File: config.mk
export PLATFORM = sky130hd
export DESIGN_NAME = systmr_top
export DESIGN_NICKNAME = d
export VERILOG_FILES = /design/src/rtl/systmr_pkg.sv /design/src/rtl/systmr_prescale.sv /design/src/rtl/systmr_count.sv /design/src/rtl/systmr_chan.sv /design/src/rtl/systmr_top.sv
export SDC_FILE = /design/constraint.sdc
export NUM_CORES = 1
export LEC_CHECK = 0
export CORE_ASPECT_RATIO = 1.1
export CORE_MARGIN = 3
export CORE_UTILIZATION = 49
export DETAILED_ROUTE_END_ITERATION = 16
export GPL_ROUTABILITY_DRIVEN = 0
export GPL_TIMING_DRIVEN = 0
export PLACE_DENSITY = 0.67
export SKIP_LAST_GASP = 1
export SLEW_MARGIN = 40
export SYNTH_ARGS = -nofsm -noshare
export SYNTH_HDL_FRONTEND = slang
export SYNTH_HIERARCHICAL = 1
export SYNTH_SLANG_ARGS = --single-unit
File: constraint.sdc
create_clock -name clk -period 5.65 [get_ports clk]
set_input_delay 1.13 -clock clk [delete_from_list [all_inputs] [get_ports clk]]
set_output_delay 1.13 -clock clk [all_outputs]
set_load 0.02 [all_outputs]
File: src/rtl/systmr_pkg.sv
package systmr_pkg;
  localparam int NCH    = 4;
  localparam int AW     = 3;
  localparam int DW     = 32;
  localparam logic [AW-1:0] ADR_STAT = 3'd0;
  localparam logic [AW-1:0] ADR_LO   = 3'd1;
  localparam logic [AW-1:0] ADR_HI   = 3'd2;
  localparam logic [AW-1:0] ADR_CMP0 = 3'd3;
endpackage

File: src/rtl/systmr_prescale.sv
module systmr_prescale #(
  parameter int DIV = 200
) (
  input  logic clk,
  input  logic rst,
  output logic tick
);
  localparam int W = (DIV > 1) ? $clog2(DIV) : 1;

  generate
    if (DIV > 1) begin : g_div
      logic [W-1:0] cnt_q;
      always_ff @(posedge clk) begin
        if (rst) begin
          cnt_q <= '0;
        end else if (cnt_q == W'(DIV - 1)) begin
          cnt_q <= '0;
        end else begin
          cnt_q <= cnt_q + 1'b1;
        end
      end
      assign tick = (cnt_q == W'(DIV - 1));
    end else begin : g_pass
      assign tick = 1'b1;
    end
  endgenerate
endmodule

File: src/rtl/systmr_count.sv
module systmr_count #(
  parameter logic [63:0] RESET_COUNT = 64'd0
) (
  input  logic        clk,
  input  logic        rst,
  input  logic        tick,
  output logic [63:0] count,
  output logic [31:0] lo_next
);
  always_ff @(posedge clk) begin
    if (rst) begin
      count <= RESET_COUNT;
    end else if (tick) begin
      count <= count + 64'd1;
    end
  end

  assign lo_next = count[31:0] + 32'd1;
endmodule

File: src/rtl/systmr_chan.sv
module systmr_chan #(
  parameter int DW = 32
) (
  input  logic          clk,
  input  logic          rst,
  input  logic          tick,
  input  logic [DW-1:0] lo_next,
  input  logic          cmp_we,
  input  logic [DW-1:0] cmp_wdata,
  input  logic          clr,
  output logic [DW-1:0] cmp,
  output logic          flag
);
  logic hit;

  assign hit = tick && (lo_next == cmp);

  always_ff @(posedge clk) begin
    if (rst) begin
      cmp  <= '0;
      flag <= 1'b0;
    end else begin
      if (cmp_we) cmp <= cmp_wdata;
      flag <= (flag && !clr) || hit;
    end
  end
endmodule

File: src/rtl/systmr_top.sv
module systmr_top
  import systmr_pkg::*;
#(
  parameter int          CLK_HZ      = 200_000_000,
  parameter int          TICK_HZ     = 1_000_000,
  parameter logic [63:0] RESET_COUNT = 64'd0
) (
  input  logic          clk,
  input  logic          rst,
  input  logic          wr_en,
  input  logic          rd_en,
  input  logic [AW-1:0] addr,
  input  logic [DW-1:0] wr_data,
  output logic [DW-1:0] rd_data,
  output logic [NCH-1:0] irq
);
  localparam int DIV = CLK_HZ / TICK_HZ;

  logic          tick;
  logic [63:0]   count;
  logic [31:0]   lo_next;
  logic [31:0]   hi_shadow;
  logic [NCH-1:0] flags;
  logic [DW-1:0] cmp_q [NCH];

  systmr_prescale #(.DIV(DIV)) u_pre (
    .clk (clk),
    .rst (rst),
    .tick(tick)
  );

  systmr_count #(.RESET_COUNT(RESET_COUNT)) u_cnt (
    .clk    (clk),
    .rst    (rst),
    .tick   (tick),
    .count  (count),
    .lo_next(lo_next)
  );

  logic stat_we;
  assign stat_we = wr_en && (addr == ADR_STAT);

  generate
    for (genvar i = 0; i < NCH; i++) begin : g_ch
      logic we_i;
      assign we_i = wr_en && (addr == AW'(int'(ADR_CMP0) + i));
      systmr_chan #(.DW(DW)) u_ch (
        .clk      (clk),
        .rst      (rst),
        .tick     (tick),
        .lo_next  (lo_next),
        .cmp_we   (we_i),
        .cmp_wdata(wr_data),
        .clr      (stat_we && wr_data[i]),
        .cmp      (cmp_q[i]),
        .flag     (flags[i])
      );
    end
  endgenerate

  assign irq = flags;

  logic [DW-1:0] rd_mux;
  always_comb begin
    rd_mux = '0;
    case (addr)
      ADR_STAT: rd_mux = DW'(flags);
      ADR_LO:   rd_mux = count[31:0];
      ADR_HI:   rd_mux = hi_shadow;
      default: begin
        for (int i = 0; i < NCH; i++) begin
          if (addr == AW'(int'(ADR_CMP0) + i)) rd_mux = cmp_q[i];
        end
      end
    endcase
  end

  always_ff @(posedge clk) begin
    if (rst) begin
      rd_data   <= '0;
      hi_shadow <= '0;
    end else if (rd_en) begin
      rd_data <= rd_mux;
      if (addr == ADR_LO) hi_shadow <= count[63:32];
    end
  end
endmodule

==> impl_summary.txt, run 1 <==
----------------------------------------------------
[Layout]
  Fraction of final layout cells sized beyond drive strength 1 ... about a tenth
  Area delta synth->final ... 15.70%
  Net count reported at finish ... 1766
  Antenna diode instance count ... 0
  Post-route core utilization ... 58.26%
  Post-route cell area ... approximately 0.016 mm2

[Timing]
  Hold Violations, Final ... 0
  Highest clock rate ... roughly 240 MHz
  Clock skew ... 0.02190 ns
  Max-slew violations ... 0
  Period utilization ... ~72%
  Transition at the pin with the smallest max-transition slack ... slightly below 0.9 ns
  Fin crit period ... between 4 and 5 ns
  Setup_tns ... 0 ns
  Final count of negative-setup-slack endpoints ... 0
  Unrepaired setup endpoints after global routing ... false
  Max-slew headroom ... between 40% and 50%

[Setup path]
  Data arrival time of the worst path ... 4.60 ns
  Type of origin of the critical path ... flop
  Endpoint kind of the worst setup timing path ... flop
  Worst Path Class, Setup ... reg2reg
  Library cell appearing most often on the critical path ... nand4_1
  Required arrival time at the worst endpoint ... slightly above 6 ns
  Biggest fanout along the worst timing path ... 10
  Cell-by-cell trace of the critical path ... ha_1, nand3_1, nor3_4, clkbuf_1, nand4_1, xnor2_1, xor2_1, nor4_1, nand4_1, o21ai_1
  Biggest cell delay along the critical path ... about 0.67 ns
  Highest-delay cell along the critical path ... xnor2_1

[Synthesis]
  EDFF count, synth ... 0
  Synth cell types ... between 60 and 70
  Fraction of the yosys area taken by sequential cells ... 37.80%
  Area of the mapped netlist ... between 0.01 and 0.015 mm2
  Proportion of netlist area held by the largest area contributor ... a little under two fifths
  Number of synthesized register bits ... about 270
  Mean instance size in the synthesized netlist ... about 8.8 um2
  Library cell with the highest instance count after synthesis ... dfxtp_1
  Number of instances in the synthesized netlist ... about 1600
  Synth Flop Type ... dfxtp_1
  Cell types with the highest counts after synthesis ... 268 x dfxtp_1, 220 x nor2_1, 161 x mux2i_1, 140 x nand2_1, 122 x xnor2_1
  Largest area contributor in the netlist ... dfxtp_1
  Count of yosys warnings during synthesis ... 6
  Ys async rst share ... 0%
  Main area contributors after synthesis ... dfxtp_1 38%, mux2i_1 11%, xnor2_1 7.5%
  Total nets after synthesis ... 1663

[Clocking]
  Deepest clock path buffer count ... 3
  Clock input transition at the sequential cells of the worst setup and hold paths ... around 0.07 ns
  CTS Root Buffer Type ... clkbuf_16
  Resized cells post-CTS ... 0
  Number of buffers created by CTS ... 30
  Clock latency reported for the late side of the worst-skew pair ... about 0.57 ns
  Number of post-CTS setup repair buffers ... 0
  Clock tree from TritonCTS ... yes
  Depth of the CTS H-tree ... 1
  Hold-fix buffer count after cts ... 0
  Clock sink count ... ~270

[Detailed routing]
  # DRC ... 0
  Routed length per placed instance ... around 23 um
  DRT iter0 DRCs ... between 1000 and 1500
  Routed Antenna Nets ... 0
  Average via count per standard cell ... 6.050
  Routed vias ... approximately 13000
  Routed wire length ... 48610 um
  Drt pass-1 iters ... 6

[Placed design]
  Port Buf Inserts ... between 70 and 80
  Area after detailed placement ... 0.01538 mm2
  Post-detail-place hpwl ... about 37000 um

[Global route]
  Total congestion overflow after global routing ... 0
  All-Layer GR Usage ... about 30%
  Number of antenna violations at the first check in global routing ... 0
  Number of global-route vias before repair ... 12140
  Pin count of the biggest net entering global routing ... 15
  Met3 layer usage reported by global route ... ~4.4%
  Global routing usage on met1 ... 38.22%
  Grt met2 use ... about half
  First-pass GRT wire length ... slightly above 70000 um
  Highest-utilization routing layer at the global route stage ... met2

[Flow run]
  Max-cap violations ... 0

[Power and ir drop]
  Total power per unit cell area ... 268.7 mW/mm2
  Reported leakage power ... just under 6 nW
  Maximum VDD drop ... roughly 0.23 mV
  Power, Total ... 4.412 mW

[Die]
  Floorplan core area ... 0.02819 mm2
  Die Y ... around 180 um
  Initial core utilization ... about half
  Die area ... 0.03105 mm2
  Top Ports ... 75
  Row Count ... between 60 and 70
  Horizontal die dimension ... 168.3 um

[Status]
  Status ... finished, final reports clean

[Worst hold path]
  Path category of the worst min-delay check ... reg2reg

----------------------------------------------------
[final timing paths]
kind	from	endpoint	slack, ns	depth (start not counted)
max	u_cnt/count[0]	g_ch[3].u_ch/flag	1.55	10
min	hi_shadow[17]	hi_shadow[17]	0.46	2
max reg2reg	u_cnt/count[0]	g_ch[3].u_ch/flag	1.55	10
min reg2reg	hi_shadow[17]	hi_shadow[17]	0.46	2
[metrics by stage]
| stage | setup slack [ns] | std cells | hold WS (ns) |
|---|---|---|---|
| finish | 1.554 | 2110 | 0.4610 |
| detailed placement | 1.771 | 2055 | 0.4541 |
| global route | 1.460 | 2110 | 0.4789 |
| global placement | 1.778 | 2055 | 0.4464 |
| CTS | 1.731 | 2110 | 0.4612 |
| floorplan | 2.806 | 1621 | 0.4329 |
[final cells by class]
cell class	instances	area, um2
fill	2620	11770
multi-input combinational	1219	8180
sequential	268	5365
clock buffer	41	853.3
timing repair buffer	71	710.7
buffer	120	624.3
tap	363	454.2
clock inverter	14	181.4
inverter	14	52.55
[critical path: cells and delay by family, from the launching register on]
kind / cells / cell delay (ns)
adder cells (fa/ha/maj): 1 / 0.31
flip-flops: 1 / 0.55
AO/OA/AOI/OAI: 1 / 0.15
buffers and inverters: 1 / 0.53
AND/OR/NAND/NOR: 5 / 1.67
XOR/XNOR: 2 / 0.81
[where the power goes]
group,switching (mW),internal [mW],leakage [nW]
clock network,0.824,1.24,0.503
registers,0.0398,1.93,2.17
logic,0.227,0.158,3.17
total,1.09,3.32,5.85
[placed cells by master, fill, tap and decap left out, types with 6 or more instances in the layout]
master             n
a21o_1            32
a21oi_1           54
a311o_1           28
a31oi_1           28
a32oi_1           28
and2_1            34
and3_1             8
and4_1             7
buf_2             61
buf_4              7
buf_6              6
clkbuf_1          45
clkbuf_16         31
clkdlybuf4s50_1   71
clkinv_2           6
dfxtp_1          268
inv_1             14
mux2i_1          161
nand2_1          140
nand3_1           43
nand4_1           61
nor2_1           220
nor2b_1           10
nor4_1            16
o21ai_0           49
or3_1             13
or4_1             10
xnor2_1          122
xor2_1            76
[kinds of logic (layout without fill, tap and decap cells)]
group | Yosys count | after routing | share of synthesized area (%)
flops | 268 | 268 | 37.80
simple gates | 602 | 602 | 21.16
fa+ha+maj | 3 | 3 | 0.2645
buf+inv | 134 | 260 | 4.769
mux | 165 | 165 | 11.67
xor+xnor | 198 | 198 | 12.22
compound gates | 251 | 251 | 12.12
[metal layers]
| layer | vias to the layer above | routed length [um] |
|---|---|---|
| li1 | 5933 | - |
| met1 | 6029 | 19330 |
| met2 | 632 | 22290 |
| met3 | 172 | 3753 |
| met4 | 0 | 3238 |
| met5 | - | 0 |
[registers in the layout, indices dropped and copies added, names as in the netlist]
signal             flops
g_ch.u_ch/flag         4
g_ch.u_ch/cmp        128
u_pre/g_div.cnt_q      8
hi_shadow             32
u_cnt/count           64
rd_data               32
No activity file was read; power rests on OpenSTA's default activity.
==> inputs of run 2 (changes only) <==
- clock period: 5.65 -> 4.1 ns (I/O delays scaled with it)
==> run 2 against run 1 <==
Global-route usage unchanged. Power increased by 38%. Die area unchanged. Sequential share of layout area down 0.060 points. Design area rose by 0.18%. Non-clock buffer count did not move. Sequential power increased by 38%. Worst hold slack got worse by 0.00057 ns. Routed wire length shrank 0.23%. Clock skew is 0.0020 ns lower. First-iteration DRC count is 2.7% higher.
==> impl_summary.txt, run 2 (synthesis gave the netlist of run 1 again) <==
----------------------------------------------------
[Global route]
  All-Layer GR Usage ... 30.35% (unchanged)
  Number of antenna violations at the first check in global routing ... 0 (unchanged)
  First-pass GRT wire length ... 72730 um (unchanged)
  Number of global-route vias before repair ... 12140 (unchanged)
  Total congestion overflow after global routing ... 0 (unchanged)
  Pin count of the biggest net entering global routing ... 15 (unchanged)

[Placed design]
  Placed cell count ... 2055 (unchanged)
  Post-detail-place hpwl ... 37300 um (unchanged)
  Port Buf Inserts ... 71 (unchanged)
  Area after detailed placement ... 0.01538 mm2 (unchanged)

[Die]
  Floorplan core area ... 0.02819 mm2 (unchanged)
  Initial core utilization ... 50.36% (unchanged)
  Row Count ... 64 (unchanged)
  Die Y ... 184.5 um (unchanged)
  Horizontal die dimension ... 168.3 um (unchanged)
  Die area ... 0.03105 mm2 (unchanged)
  Top Ports ... 75 (unchanged)

[Clocking]
  Clock tree from TritonCTS ... yes
  Clock latency reported for the late side of the worst-skew pair ... 0.57 ns (about the same)
  Clock sink count ... 268 (unchanged)
  Number of post-CTS setup repair buffers ... 0 (unchanged)
  CTS Root Buffer Type ... clkbuf_16
  Number of buffers created by CTS ... 30 (unchanged)
  Clock input transition at the sequential cells of the worst setup and hold paths ... 0.07 ns (about the same)
  Deepest clock path buffer count ... 3 (unchanged)
  Depth of the CTS H-tree ... 1 (unchanged)

[Detailed routing]
  DRT iter0 DRCs ... 1478 (+2.7%)
  Routed vias ... 12670 (-0.72%)
  # DRC ... 0 (unchanged)
  Routed Antenna Nets ... 0 (unchanged)
  Drt pass-1 iters ... 5 (-1)
  Routed length per placed instance ... 22.99 um (-0.23%)
  Routed wire length ... 48500 um (-0.23%)
  Average via count per standard cell ... 6.007 (-0.72%)

[Power and ir drop]
  Maximum VDD drop ... 0.3147 mV (+38%)
  Total power per unit cell area ... 369.3 mW/mm2 (+37%)
  Reported leakage power ... 5.882 nW (+0.63%)

[Layout]
  Post-route cell area ... 0.01645 mm2 (+0.18%)
  Area delta synth->final ... 15.91%
  Commonest cells after routing, fill and taps aside ... 268 x dfxtp_1, 220 x nor2_1, 161 x mux2i_1
  Max FFs per register ... 128 (unchanged)
  Filler cells ... 2616 (-0.15%)
  Net count reported at finish ... 1766 (unchanged)
  Commonest non-fill, non-tap cell in the layout ... dfxtp_1
  Fraction of final layout cells sized beyond drive strength 1 ... 9.845% (+0.23 points)
  Register with the most flip-flops ... g_ch.u_ch/cmp
  Post-route core utilization ... 58.37% (+0.11 points)
  Registers with the most flip-flops ... g_ch.u_ch/cmp x128, u_cnt/count x64
  Final Instance Count excl. Fillers ... 2110 (unchanged)
  Antenna diode instance count ... 0 (unchanged)

[Status]
  Status ... finished, final reports clean

[Setup path]
  Type of origin of the critical path ... flop
  Critical Path Start ... u_cnt/count[8]
  Endpoint kind of the worst setup timing path ... flop
  Logic depth of the worst register-to-register path ... 12 (+2)
  Reg-to-reg setup timing slack ... 0.18 ns (-1.38 ns)
  Worst Path Class, Setup ... reg2reg
  Required arrival time at the worst endpoint ... 4.61 ns (-1.55 ns)
  Endpoint of the worst-slack reg-to-reg timing path ... g_ch[3].u_ch/flag
  Capturing element of the worst setup path ... g_ch[3].u_ch/flag
  R2r startpoint ... u_cnt/count[8]
  Data arrival time of the worst path ... 4.43 ns (-0.17 ns)
  Biggest fanout along the worst timing path ... 10 (unchanged)

[Timing]
  Max-slew violations ... 0 (unchanged)
  Unrepaired setup endpoints after global routing ... false
  Worst-case hold slack ... 0.4604 ns (-0.0005680 ns)
  Clock skew ... 0.01994 ns (-0.001962 ns)
  Max-slew headroom ... 41.72% (+1.1 points)
  Highest clock rate ... 255.0 MHz (+4.4%)
  Fin crit period ... 3.922 ns (-0.1736 ns)
  Final count of negative-setup-slack endpoints ... 0 (unchanged)
  Period utilization ... 95.66% (+23 points)
  Transition at the pin with the smallest max-transition slack ... 0.8680 ns (-0.01660 ns)
  Setup_tns ... 0 ns (unchanged)
  Hold Violations, Final ... 0 (unchanged)

[Worst hold path]
  Path category of the worst min-delay check ... reg2reg
  Instance count along the most critical hold path ... 2 (unchanged)

[Flow run]
  Max-cap violations ... 0 (unchanged)

----------------------------------------------------
-- run 2: cell counts in the layout (fill, tap and decap cells not counted) --
Identical to the previous run, type by type.
-- run 2: worst min path at each step --
stage / startpoint / end
global route: hi_shadow[21] / hi_shadow[21]
CTS: hi_shadow[17] / hi_shadow[17]
global placement: hi_shadow[25] / hi_shadow[25]
finish: hi_shadow[17] / hi_shadow[17]
detailed placement: hi_shadow[27] / hi_shadow[27]
floorplan: hi_shadow[0] / hi_shadow[0]
-- run 2: final cells by class --
class                           instances  area, um2  area share [%]
Buffer                                120      624.3           3.795
Inverter                               14      52.55          0.3194
Sequential cell                       268       5365           32.61
Clock inverter                         14      181.4           1.103
Multi-Input combinational cell       1219       8210           49.90
Clock buffer                           41      853.3           5.187
Timing Repair Buffer                   71      710.7           4.320
Tap cell                              363      454.2           2.761
-- run 2: worst max-delay path: stages (launching register included) --
cell and delay [ns]:
dfxtp_1 0.35, buf_2 0.21, nand4_1 0.22, nor4b_2 0.56
buf_4 0.29, clkbuf_1 0.42, nand4_1 0.19, xnor2_1 0.72
xnor2_1 0.20, nand4_1 0.13, nor4_1 0.29, nand4_1 0.13
o21ai_1 0.15
-- run 2: timing repair --
action | CTS | global route
setup endpoints to repair | 0 | 4
resized for setup | 0 | 4
hold buffers | 0 | 0
-- run 2: stage by stage --
step | setup WS, ns | power [mW]
floorplan | 1.256 | 3.064
global placement | 0.2281 | 3.280
detailed placement | 0.2210 | 3.285
CTS | 0.1808 | 6.098
global route | 0.01770 | 6.235
finish | 0.1780 | 6.075
-- run 2: per-layer routing --
metal	track usage, %	vias to the layer above	part of all wire (%)
met2	50.04	633	46
met5	0	-	0
met4	17.12	0	6.7
met1	38.22	5941	40
li1	-	5925	-
met3	4.440	175	8.0
-- run 2: power by group --
group | switching (mW) | internal (mW) | total, mW
registers | 0.0545 | 2.65 | 2.71
clock network | 1.13 | 1.70 | 2.84
logic | 0.313 | 0.218 | 0.531
